### config.mk
export PLATFORM = sky130hd
export DESIGN_NAME = ext_irq_unit
export DESIGN_NICKNAME = d
export VERILOG_FILES = /design/src/rtl/ext_irq_pkg.sv /design/src/rtl/ext_irq_sync.sv /design/src/rtl/ext_irq_filter.sv /design/src/rtl/ext_irq_detect.sv /design/src/rtl/ext_irq_prio.sv /design/src/rtl/ext_irq_unit.sv
export SDC_FILE = /design/constraint.sdc
export NUM_CORES = 1
export LEC_CHECK = 0
export ABC_AREA = 1
export BUFFER_PORTS_ARGS = -buffer_cell sky130_fd_sc_hd__buf_2
export CAP_MARGIN = 20
export CORE_ASPECT_RATIO = 0.7
export CORE_UTILIZATION = 40
export DETAILED_ROUTE_END_ITERATION = 10
export PLACE_DENSITY = 0.65
export SYNTH_ARGS = -nofsm -noshare
export SYNTH_HDL_FRONTEND = slang
export SYNTH_HIERARCHICAL = 1
export SYNTH_SLANG_ARGS = --single-unit
### constraint.sdc
create_clock -name clk_i -period 1.7 [get_ports clk_i]
set_input_delay 0 -clock clk_i [delete_from_list [all_inputs] [get_ports clk_i]]
set_output_delay 0 -clock clk_i [all_outputs]
set_load 0.01 [all_outputs]
### src/rtl/ext_irq_pkg.sv
package ext_irq_pkg;
  typedef enum logic [3:0] {
    TRIG_OFF  = 4'd0,
    TRIG_RISE = 4'd1,
    TRIG_FALL = 4'd2,
    TRIG_BOTH = 4'd3,
    TRIG_HIGH = 4'd4,
    TRIG_LOW  = 4'd5
  } trig_e;

  typedef enum logic [1:0] {
    REG_MODE_LO = 2'd0,
    REG_MODE_HI = 2'd1,
    REG_ENABLE  = 2'd2,
    REG_FILTER  = 2'd3
  } reg_addr_e;
endpackage

### src/rtl/ext_irq_sync.sv
module ext_irq_sync #(
  parameter int WIDTH = 4
) (
  input  logic             clk_i,
  input  logic             rst_ni,
  input  logic [WIDTH-1:0] d_i,
  output logic [WIDTH-1:0] q_o
);
  logic [WIDTH-1:0] meta_q, sync_q;

  always_ff @(posedge clk_i or negedge rst_ni) begin
    if (!rst_ni) begin
      meta_q <= '0;
      sync_q <= '0;
    end else begin
      meta_q <= d_i;
      sync_q <= meta_q;
    end
  end

  assign q_o = sync_q;
endmodule

### src/rtl/ext_irq_filter.sv
module ext_irq_filter #(
  parameter int DIV_MID  = 16,
  parameter int DIV_SLOW = 64
) (
  input  logic       clk_i,
  input  logic       rst_ni,
  input  logic [1:0] sel_i,
  input  logic       d_i,
  output logic       q_o
);
  localparam int CW = (DIV_SLOW > 2) ? $clog2(DIV_SLOW) : 1;

  logic [CW-1:0] cnt_q, reload;
  logic          tick, samp_q, filt_q;

  always_comb begin
    case (sel_i)
      2'd0:    reload = '0;
      2'd1:    reload = CW'(DIV_MID - 1);
      default: reload = CW'(DIV_SLOW - 1);
    endcase
  end

  assign tick = (cnt_q == '0);

  always_ff @(posedge clk_i or negedge rst_ni) begin
    if (!rst_ni) begin
      cnt_q  <= '0;
      samp_q <= 1'b0;
      filt_q <= 1'b0;
    end else begin
      cnt_q <= tick ? reload : cnt_q - 1'b1;
      if (tick) begin
        samp_q <= d_i;
        // accept only when two consecutive samples agree
        if (d_i == samp_q) filt_q <= d_i;
      end
    end
  end

  assign q_o = filt_q;
endmodule

### src/rtl/ext_irq_detect.sv
module ext_irq_detect
  import ext_irq_pkg::*;
#(
  parameter bit ALLOW_LEVEL = 1'b1,
  parameter bit ALLOW_BOTH  = 1'b0
) (
  input  logic       clk_i,
  input  logic       rst_ni,
  input  logic       lvl_i,
  input  logic [3:0] mode_i,
  input  logic       mode_wr_i,
  input  logic       clr_i,
  output logic       pend_o
);
  trig_e mode;
  logic  prev_q, flag_q, rise, fall, evt, lvl_hit;

  assign mode = trig_e'(mode_i);
  assign rise = lvl_i & ~prev_q;
  assign fall = ~lvl_i & prev_q;

  always_comb begin
    evt     = 1'b0;
    lvl_hit = 1'b0;
    case (mode)
      TRIG_RISE: evt = rise;
      TRIG_FALL: evt = fall;
      TRIG_BOTH: evt = ALLOW_BOTH & (rise | fall);
      TRIG_HIGH: lvl_hit = ALLOW_LEVEL & lvl_i;
      TRIG_LOW:  lvl_hit = ALLOW_LEVEL & ~lvl_i;
      default: ;
    endcase
  end

  always_ff @(posedge clk_i or negedge rst_ni) begin
    if (!rst_ni) begin
      prev_q <= 1'b0;
      flag_q <= 1'b0;
    end else begin
      prev_q <= lvl_i;
      if (mode_wr_i)  flag_q <= 1'b0;
      else if (evt)   flag_q <= 1'b1;
      else if (clr_i) flag_q <= 1'b0;
    end
  end

  assign pend_o = flag_q | lvl_hit;
endmodule

### src/rtl/ext_irq_prio.sv
module ext_irq_prio #(
  parameter int       N         = 4,
  parameter int       VW        = 8,
  parameter int       VEC_FIRST = 3,
  parameter int       VEC_STEP  = 8
) (
  input  logic [N-1:0]  req_i,
  output logic          any_o,
  output logic [VW-1:0] vec_o
);
  always_comb begin
    any_o = |req_i;
    vec_o = '0;
    for (int i = N - 1; i >= 0; i--) begin
      if (req_i[i]) vec_o = VW'(VEC_FIRST + VEC_STEP * i);
    end
  end
endmodule

### src/rtl/ext_irq_unit.sv
module ext_irq_unit
  import ext_irq_pkg::*;
#(
  parameter int DIV_MID  = 16,
  parameter int DIV_SLOW = 64
) (
  input  logic       clk_i,
  input  logic       rst_ni,
  input  logic [3:0] pin_i,
  input  logic       wr_en_i,
  input  logic [1:0] wr_addr_i,
  input  logic [7:0] wr_data_i,
  input  logic [3:0] clr_i,
  output logic [3:0] pend_o,
  output logic       irq_req_o,
  output logic [7:0] irq_vec_o
);
  localparam int NPIN = 4;

  logic [NPIN-1:0][3:0] mode_q;
  logic [NPIN-1:0]      en_q;
  logic [1:0]           fsel_q;
  logic [NPIN-1:0]      pin_s, cond, pend;

  always_ff @(posedge clk_i or negedge rst_ni) begin
    if (!rst_ni) begin
      mode_q <= '0;
      en_q   <= '0;
      fsel_q <= '0;
    end else if (wr_en_i) begin
      case (reg_addr_e'(wr_addr_i))
        REG_MODE_LO: begin mode_q[0] <= wr_data_i[3:0]; mode_q[1] <= wr_data_i[7:4]; end
        REG_MODE_HI: begin mode_q[2] <= wr_data_i[3:0]; mode_q[3] <= wr_data_i[7:4]; end
        REG_ENABLE:  en_q   <= wr_data_i[NPIN-1:0];
        REG_FILTER:  fsel_q <= wr_data_i[1:0];
        default: ;
      endcase
    end
  end

  ext_irq_sync #(.WIDTH(NPIN)) i_sync (
    .clk_i (clk_i),
    .rst_ni(rst_ni),
    .d_i   (pin_i),
    .q_o   (pin_s)
  );

  ext_irq_filter #(.DIV_MID(DIV_MID), .DIV_SLOW(DIV_SLOW)) i_filter (
    .clk_i (clk_i),
    .rst_ni(rst_ni),
    .sel_i (fsel_q),
    .d_i   (pin_s[NPIN-1]),
    .q_o   (cond[NPIN-1])
  );
  assign cond[NPIN-2:0] = pin_s[NPIN-2:0];

  for (genvar g = 0; g < NPIN; g++) begin : g_pin
    ext_irq_detect #(
      .ALLOW_LEVEL(g < 2),
      .ALLOW_BOTH (g >= 2)
    ) i_detect (
      .clk_i    (clk_i),
      .rst_ni   (rst_ni),
      .lvl_i    (cond[g]),
      .mode_i   (mode_q[g]),
      .mode_wr_i(wr_en_i && (wr_addr_i == 2'(g / 2))),
      .clr_i    (clr_i[g]),
      .pend_o   (pend[g])
    );
  end

  ext_irq_prio #(.N(NPIN), .VW(8), .VEC_FIRST(3), .VEC_STEP(8)) i_prio (
    .req_i(pend & en_q),
    .any_o(irq_req_o),
    .vec_o(irq_vec_o)
  );

  assign pend_o = pend;
endmodule

# After elaboration in Yosys (flattened, before gate mapping)
# Cells that the tools add are included.
# op_classes
n_bitwise	21
reduce_logical	15
eq_ne	19
muxes	24
addsub	1
# op_table
op	count
4-bit by 2-bit equality test with 1-bit output, second input constant	6
5-bit two-way mux	4
4-bit by 1-bit equality test with 1-bit output, second input constant	4
4-bit by 3-bit equality test with 1-bit output, second input constant	4
1-bit two-way mux	12
6-bit one-hot mux with 2 select lines	1
3-bit nonzero test	4
2-bit AND reduction	5
1-bit AND	8
1-bit inverter	8
1-bit one-hot mux with 2 select lines	4
6-bit logical NOT	1
6-bit two-way mux	1
1-bit one-hot mux with 3 select lines	2
6-bit by 1-bit subtractor with 6-bit output, second input constant	1
4-bit AND	1
2-bit by 1-bit equality test with 1-bit output, second input constant	2
2-bit equality test, second input constant	2
2-bit logical NOT	2
1-bit bitwise OR	4
4-bit OR reduction	1
1-bit logical AND	2
1-bit equality test	1
# totals
ff_bits	46
word_cells	99
output_inout_bits	13
in_bits	21

# Longest topological paths before layout
# Gate-level depths: netlist (run 1).
# logic_depth
ltp_word	8
mapped_depth	9
ltp_nobuf	8

# Modules after synthesis
# The synthesis (run 1) kept the hierarchy.
# by_module_without_submodules
mod	seq_area_each_um2	n_inst	area_per_inst_um2	cells_per_inst
ext_irq_unit	550.5	1	970.9	110
ext_irq_filter	200.2	1	425.4	55
ext_irq_detect (g_pin[2].i_detect ...)	50.0	2	138.9	19
ext_irq_detect (g_pin[0].i_detect ...)	50.0	2	128.9	20
ext_irq_sync	200.2	1	200.2	8
ext_irq_prio	0.0	1	77.6	15

# Least setup slack after synthesis (run 1)
# OpenSTA, ideal clock, no wires.
# synth_timing
kind	reg-to-output
start	reg i_sync.sync_q[1], in the netlist i_sync/q_o[1]
end	out irq_vec_o[1]
required_ns	1.700
stages_incl_launch_ff	10
setup_slack_ns	0.546
t_arrival_ns	1.154
n_path_buf	1
path_cell_list	dfrtp_1 -> inv_1 -> nand2_1 -> nand4_1 -> nand2_1 -> nand2_1 -> inv_1 -> nor2_1 -> nand2_1 -> buf_4
# synth_via
elab_chain_len	6
# synth_rtl
element	line	source
from (decl)	ext_irq_sync.sv:9	logic [WIDTH-1:0] meta_q, sync_q;
from (signal assigned)	ext_irq_sync.sv:17	sync_q <= meta_q;
1-bit inverter	ext_irq_detect.sv:30	TRIG_LOW: lvl_hit = ALLOW_LEVEL & ~lvl_i;
1-bit one-hot mux with 2 select lines *	ext_irq_detect.sv:25	case (mode)
1-bit bitwise OR *	ext_irq_detect.sv:47	assign pend_o = flag_q | lvl_hit;
named net pend_o[1]	ext_irq_unit.sv:14	output logic [3:0] pend_o,
4-bit AND *	ext_irq_unit.sv:73	.req_i(pend & en_q),
5-bit two-way mux * (2 in a row)	ext_irq_prio.sv:15	if (req_i[i]) vec_o = VW'(VEC_FIRST + VEC_STEP * i);
to (decl)	ext_irq_unit.sv:16	output logic [7:0] irq_vec_o
# Mark *: on every way through the listed nets, which the timed path passes. The rest lies on a longest branch.

# Worst setup path in the final report (run 1)
# layout_timing
start	reg mode_q[5] in the netlist's numbering
end	out irq_vec_o[3]
# layout_via
elab_chain_len	6
word_cells_on_any_way	7
classes_between	eq/ne: 2; mux: 3; bitwise: 2
# layout_rtl
element	line	source
from (decl)	ext_irq_unit.sv:20	logic [NPIN-1:0][3:0] mode_q;
4-bit by 3-bit equality test with 1-bit output	ext_irq_detect.sv:25	
1-bit one-hot mux with 2 select lines *	ext_irq_detect.sv:25	
1-bit bitwise OR *	ext_irq_detect.sv:47	
4-bit AND *	ext_irq_unit.sv:73	
5-bit two-way mux * (2 in a row)	ext_irq_prio.sv:15	
# Mark *: on every way between the ends. The rest lies on a longest branch, timed or not.

==> impl_metrics.yaml, run 1 <==
outcome:
  status: "finished clean"
worst_setup_path:
  crit_fanout: 4
  cp_slowest_stage_delay_ns: 0.41
  crit_path_cell_trace: "nor2_1, nand4_1, nand2_1, nand2_1, inv_1, inv_1, a21oi_1, buf_2"
  crit_required_ns: 1.70
  critical_path_class: "reg -> out"
  r2r-end: "i_filter/cnt_q[3]$_DFF_PN0_"
  r2r_slack_ns: 0.42
  ff2ff_path_depth: 7
  startpoint_type: "flop"
  crit_slowest_cell: "dfrtp_1"
  endpoint_kind: "output pin"
  r2r-start: "i_filter/cnt_q[0]$_DFF_PN0_"
  crit_arrival_ns: 1.51
pwr:
  netSwitchingPower_uw: 990
  seqPwrFrac_pct: 48.3
  power_density_nw_per_um2: 1160
  leakage_nw: 1.48
  intPower_mw: 2.07
  p_total_mw: 3.06
  switching_share_pct: 32.3
  power_frac_clock_pct: 25.8
  p_comb_share_pct: 25.9
  vdd_ir_drop_max_uv: 560
clock_tree:
  cts_setup_buffers: 0
  clock_latency_ns: 0.30
  path_clk_slew_ns: 0.09
  ctsRootBufferMaster: "clkbuf_8"
  clock_path_buffers: 2
  htreeDepth: 2
  cts_buffers: 5
  cts_resized: 0
  clock_sink_count: 46
  cts_tree: "built"
layout:
  utilization_pct: 49.9
  drive_gt1_share_pct: 17.0
  final_cells: 383
  fillCellCount: 509
  diodes: 0
  design_area_um2: 2640
  final_nets: 336
  area_growth_pct: 19.3
placement:
  portBuffers: 29
  place_inst: 361
  dp_slack_ns: 0.427
  hpwl_um: 2950
  dpl-instance-area_um2: 2390
  place_congestion: 0.806
sta:
  relSlewSlack_pct: 61.9
  post-route-period-util_pct: 88.7
  period_minus_slack_ns: 1.51
  setup_viol: 0
  worst-slew-pin-transition_ns: 0.571
  fin_ws_ns: 0.192
  drv_slew: 0
  timing.fmax_ghz: 0.663
  clock_skew_ns: 0.0109
  finalHoldViolCount: 0
  whs_ns: 0.00287
  fin_tns_setup_ns: 0
  rsz0062_at_grt: "no"
floorplan:
  start_util_pct: 41.8
  dieArea_um2: 5830
  rows: 22
  die_h_um: 64.2
  die_w_um: 90.8
  pin_count: 34
  core_region_area_um2: 5290
route:
  wl_per_cell_um: 10.9
  drtPass1Iterations: 4
  drt-initial-drc-count: 89
  vias: 1717
  vias_per_cell: 4.48
  drt-total-wl_um: 4170
  ant_nets: 0
  drc: 0
worst_hold_path:
  hp-class: "in -> reg"
  min_to: "mode_q[0]$_DFFE_PN0P_"
  holdCritStartpoint: "wr_data_i[0]"
  worstHoldPathCells: 3
yosys:
  synth_flop_cell: "dfrtp_1"
  synth_top_area_share_pct: 52.1
  synth_warnings: 6
  synth_cell_types: 28
  synth_area_leaders: "dfrtp_1, nand2_1, inv_1"
  synth_edf_count: 0
  syn_inst: 266
  synthXorXnorAreaFrac_pct: 0.396
  syn-cell-area_um2: 2210
  synth-simple-area-share_pct: 31.3
  synth_top_family_by_area: "simple AND/OR/NAND/NOR gates"
  synth_top_area_cell: "dfrtp_1"
  synth_compound_area_share_pct: 3.00
  synthMuxAreaShare_pct: 0
  syn_avg_cell_area_um2: 8.31
  synth-seq-area-share_pct: 52.1
  async_flop_share_pct: 100
  synth_adder_area_share_pct: 2.83
  synth-seq-cells: 46
global_route:
  grt_pass1_wl_um: 7400
  grt_pass1_vias: 1602
  grt_max_degree: 47
  grt_overflow: 0
  grt_antenna_before_repair: 0
  track_usage_pct: 16.4
run:
  maxCapViolations: 0
==> power by group through the flow <==
| stage | Combinational, mW | Sequential, mW | Clock [mW] |
|---|---|---|---|
| detailed placement | 0.781 | 1.50 | 0 |
| CTS | 0.805 | 1.48 | 0.815 |
| floorplan | 0.606 | 1.46 | 0 |
| global route | 0.935 | 1.51 | 0.868 |
| global placement | 0.761 | 1.49 | 0 |
| finish | 0.792 | 1.48 | 0.790 |
==> sequential cells by signal, summed over array words and instances, names as in the netlist <==
name,count
mode_q,16
i_filter/cnt_q,6
en_q,4
g_pin.i_detect/flag_q,4
g_pin.i_detect/prev_q,4
i_sync/meta_q,4
i_sync/q_o,4
fsel_q,2
i_filter/q_o,1
i_filter/samp_q,1
==> area by class of cell <==
cell class | instances | area, µm² | share of cell area (%)
Timing Repair Buffer | 44 | 293 | 11.1
Clock inverter | 3 | 40.0 | 1.52
Sequential cell | 46 | 1150 | 43.7
Inverter | 39 | 148 | 5.60
Multi-Input combinational cell | 174 | 845 | 32.1
Tap cell | 72 | 90.1 | 3.42
Clock buffer | 5 | 68.8 | 2.61
==> cells by family (layout without fill, tap and decap cells) <==
group,after synthesis,count (layout)
AOI/OAI and AO/OA,9,9
xor gates and xnor gates,1,1
adders and majority gates,5,5
buffers and inverters,49,91
DFF,46,46
other,1,4
and+or+nand+nor,155,155
==> placed cells by master (no fill, tap or decap) <==
cell           Yosys  routed
o21ai_1            1       1
nand3b_1           1       1
nor2_4             1       1
inv_2              2       2
xor2_1             1       1
nor2_2             2       2
buf_2              2      29
o21ai_2            1       1
clkbuf_8           0       5
clkinv_2           1       3
dfrtp_1           46      46
bufinv_16          0       1
a21oi_2            4       4
nand2_2            1       1
buf_4              6       1
nand2_4            1       1
nor3_1             1       1
nand3_1           20      20
conb_1             1       4
o21a_1             1       1
ha_1               5       5
nand3_2            2       2
inv_1             36      36
o21ai_0            1       1
nand2_1           94      94
dlygate4sd3_1      0      14
a21oi_1            1       1
nor2_1            14      14
nand4_1           16      16
or2_0              2       2
==> worst max-delay path, delay by kind of cell, from the launching register on <==
kind | cells | cell delay, ns
compound gates | 1 | 0.14
buf+inv | 3 | 0.29
flops | 1 | 0.41
simple gates | 4 | 0.40
==> worst max-delay path by stage <==
stage                                      startpoint                          end  slack [ns]  cells after the start
final                           mode_q[5]$_DFFE_PN0P_                 irq_vec_o[3]        0.19                      8
after global placement    i_filter/cnt_q[0]$_DFF_PN0_  i_filter/cnt_q[3]$_DFF_PN0_        0.48                      7
after detailed placement  i_filter/cnt_q[0]$_DFF_PN0_  i_filter/cnt_q[3]$_DFF_PN0_        0.43                      7
after CTS                       mode_q[5]$_DFFE_PN0P_                 irq_vec_o[3]        0.18                      8
after floorplan               i_sync/q_o[1]$_DFF_PN0_                 irq_vec_o[1]        0.55                      9
after global routing            mode_q[5]$_DFFE_PN0P_                 irq_vec_o[3]        0.01                      8
==> synth_stat cells (4+ instances only) <==
library cell / instances
nand2_1: 94
dfrtp_1: 46
inv_1: 36
nand3_1: 20
nand4_1: 16
nor2_1: 14
buf_4: 6
ha_1: 5
a21oi_2: 4
==> metal layers <==
metal  vias up  track usage [%]  share of wire [%]
met5         -                0                  0
met4         0             4.76               0.84
met2        33             25.6                 43
met1       774             22.7                 52
met3         5             3.93                3.8
li1        905                -                  -
==> timing repair <==
item	in CTS	in global routing
hold endpoints to repair	64	0
hold buffers	14	0
setup endpoints to repair	0	0
No activity file was read; power rests on OpenSTA's default activity.
==> inputs of run 2 (changes only) <==
==> constraint.sdc (replaced) <==
create_clock -name clk_i -period 1.8 [get_ports clk_i]
set_input_delay 0 -clock clk_i [delete_from_list [all_inputs] [get_ports clk_i]]
set_output_delay 0 -clock clk_i [all_outputs]
set_load 0.01 [all_outputs]
==> run 2 against run 1 <==
Sequential share of layout area down 0.33 points. Global-route usage up 0.30 points. Clock skew down 0.0016 ns. Utilization up 0.38 points. Largest cell class unchanged.
==> impl_metrics.yaml, run 2 (synthesis results as in run 1) <==
outcome:
  status: "finished clean"
layout:
  final_common_cell: "nand2_1"
  layout_common_cells: "nand2_1, dfrtp_1, inv_1, buf_2, nand3_1"
  top_register: "mode_q"
  top_regs: "mode_q: 16 flops, i_filter/cnt_q: 6 flops"
  fillCellCount: 533
  final_nets: 338
  largest_reg_flops: 16
  area_growth_pct: 20.2
  drive_gt1_share_pct: 16.9
  diodes: 0
clock_tree:
  clock_latency_ns: 0.30
  cts_buffers: 5
  htreeDepth: 2
  cts_tree: "built"
  ctsRootBufferMaster: "clkbuf_8"
  clock_sink_count: 46
  cts_setup_buffers: 0
  clock_path_buffers: 2
  path_clk_slew_ns: 0.09
placement:
  portBuffers: 29
  hpwl_um: 3000
  place_congestion: 0.806
worst_setup_path:
  startpoint_type: "flop"
  cp_slowest_stage_delay_ns: 0.41
  critical_path_class: "reg -> out"
  cp_top_family: "flip-flops"
  r2r_slack_ns: 0.52
  crit_fanout: 4
  crit_path_cell_trace: "nor2_1, nand4_1, nand2_1, nand2_1, inv_1, inv_1, a21oi_1, buf_2"
  startpoint: "mode_q[5]$_DFFE_PN0P_"
  endpoint_kind: "output pin"
  r2r-start: "i_filter/cnt_q[0]$_DFF_PN0_"
  crit_arrival_ns: 1.53
  path_buf_inv: 3
  crit_required_ns: 1.80
  crit_slowest_cell: "dfrtp_1"
sta:
  worst-slew-pin-transition_ns: 0.578
  post-route-period-util_pct: 85.1
  rsz0062_at_grt: "no"
  finalHoldViolCount: 0
  period_minus_slack_ns: 1.53
  timing.fmax_ghz: 0.653
  drv_slew: 0
  setup_viol: 0
  whs_ns: 0.00667
  relSlewSlack_pct: 61.4
  clock_skew_ns: 0.00928
  fin_tns_setup_ns: 0
floorplan:
  pin_count: 34
  die_w_um: 90.8
  dieArea_um2: 5830
  die_h_um: 64.2
  rows: 22
  core_region_area_um2: 5290
  start_util_pct: 41.8
pwr:
  leakage_nw: 1.48
  power_density_nw_per_um2: 1090
  seqPwrFrac_pct: 48.2
  netSwitchingPower_uw: 944
  power_frac_clock_pct: 25.9
  switching_share_pct: 32.5
  vdd_ir_drop_max_uv: 566
  p_comb_share_pct: 25.9
  intPower_mw: 1.96
route:
  wl_per_cell_um: 11.1
  vias: 1746
  drc: 0
  drt-total-wl_um: 4280
  drtPass1Iterations: 4
  ant_nets: 0
  vias_per_cell: 4.54
  drt-initial-drc-count: 96
global_route:
  grt_pass1_vias: 1635
  grt_max_degree: 47
  grt_pass1_wl_um: 7440
  grt_overflow: 0
  track_usage_pct: 16.7
  grt_antenna_before_repair: 0
worst_hold_path:
  hp-class: "in -> reg"
  holdCritStartpoint: "clr_i[0]"
run:
  maxCapViolations: 0
## run 2: cell count changes in the layout (fill, tap and decap cells not counted)
cell           change
dlygate4sd3_1      +2
## run 2: area by class of cell
| type | instances | area, µm² | area share (%) |
|---|---|---|---|
| multi-input combinational | 174 | 845 | 31.8 |
| clock inverter | 3 | 40.0 | 1.51 |
| clock buffer | 5 | 68.8 | 2.59 |
| tap | 72 | 90.1 | 3.39 |
| inverter | 39 | 148 | 5.56 |
| sequential | 46 | 1150 | 43.4 |
| timing repair buffer | 46 | 313 | 11.8 |
## run 2: worst paths after layout
check	endpoint	cells past startpoint
worst min register to register	i_sync/q_o[0]$_DFF_PN0_	0
worst min-delay path	g_pin[0].i_detect/flag_q$_DFFE_PN0P_	3
worst max-delay path	irq_vec_o[3]	8
max in group asynchronous	g_pin[3].i_detect/prev_q$_DFF_PN0_	3
worst max register to register	i_filter/cnt_q[3]$_DFF_PN0_	7
min in group asynchronous	en_q[2]$_DFFE_PN0P_	3
## run 2: through the flow
step	power (mW)	util, %	std cells	instance area (µm²)	setup slack, ns
after global routing	3.14	50.2	385	2660	0.150
after floorplan	1.95	-	269	2220	0.646
final	2.90	50.2	385	2660	0.269
after global placement	2.13	45.1	361	2390	0.578
after detailed placement	2.15	45.1	361	2390	0.534
after CTS	2.94	50.2	385	2660	0.264
## run 2: power by group through the flow
| stage | Combinational [mW] | Clock, mW | Sequential, mW |
|---|---|---|---|
| floorplan | 0.572 | 0 | 1.38 |
| global placement | 0.718 | 0 | 1.41 |
| detailed placement | 0.738 | 0 | 1.42 |
| CTS | 0.764 | 0.772 | 1.40 |
| global route | 0.893 | 0.825 | 1.43 |
| finish | 0.753 | 0.751 | 1.40 |
## run 2: what timing repair did
action / 4_1_cts / 5_1_grt
endpoints found under the hold margin: 68 / 0
gates resized for setup: 0 / 0
hold buffers: 16 / 0
## run 2: worst reg2reg max path, stage by stage, from the launching register on
cell      delay [ns]
dfrtp_1         0.40
inv_1           0.13
ha_1            0.23
nand2_1         0.11
clkinv_2        0.07
nand2_2         0.10
nand2_1         0.09
nand2_1         0.05
## run 2: routing by layer
metal	up-vias	routed length, µm	track usage, %
met3	5	238	4.17
met2	48	1860	25.8
met1	786	2140	22.8
li1	907	-	-
met4	0	52	5.95
met5	-	0	0
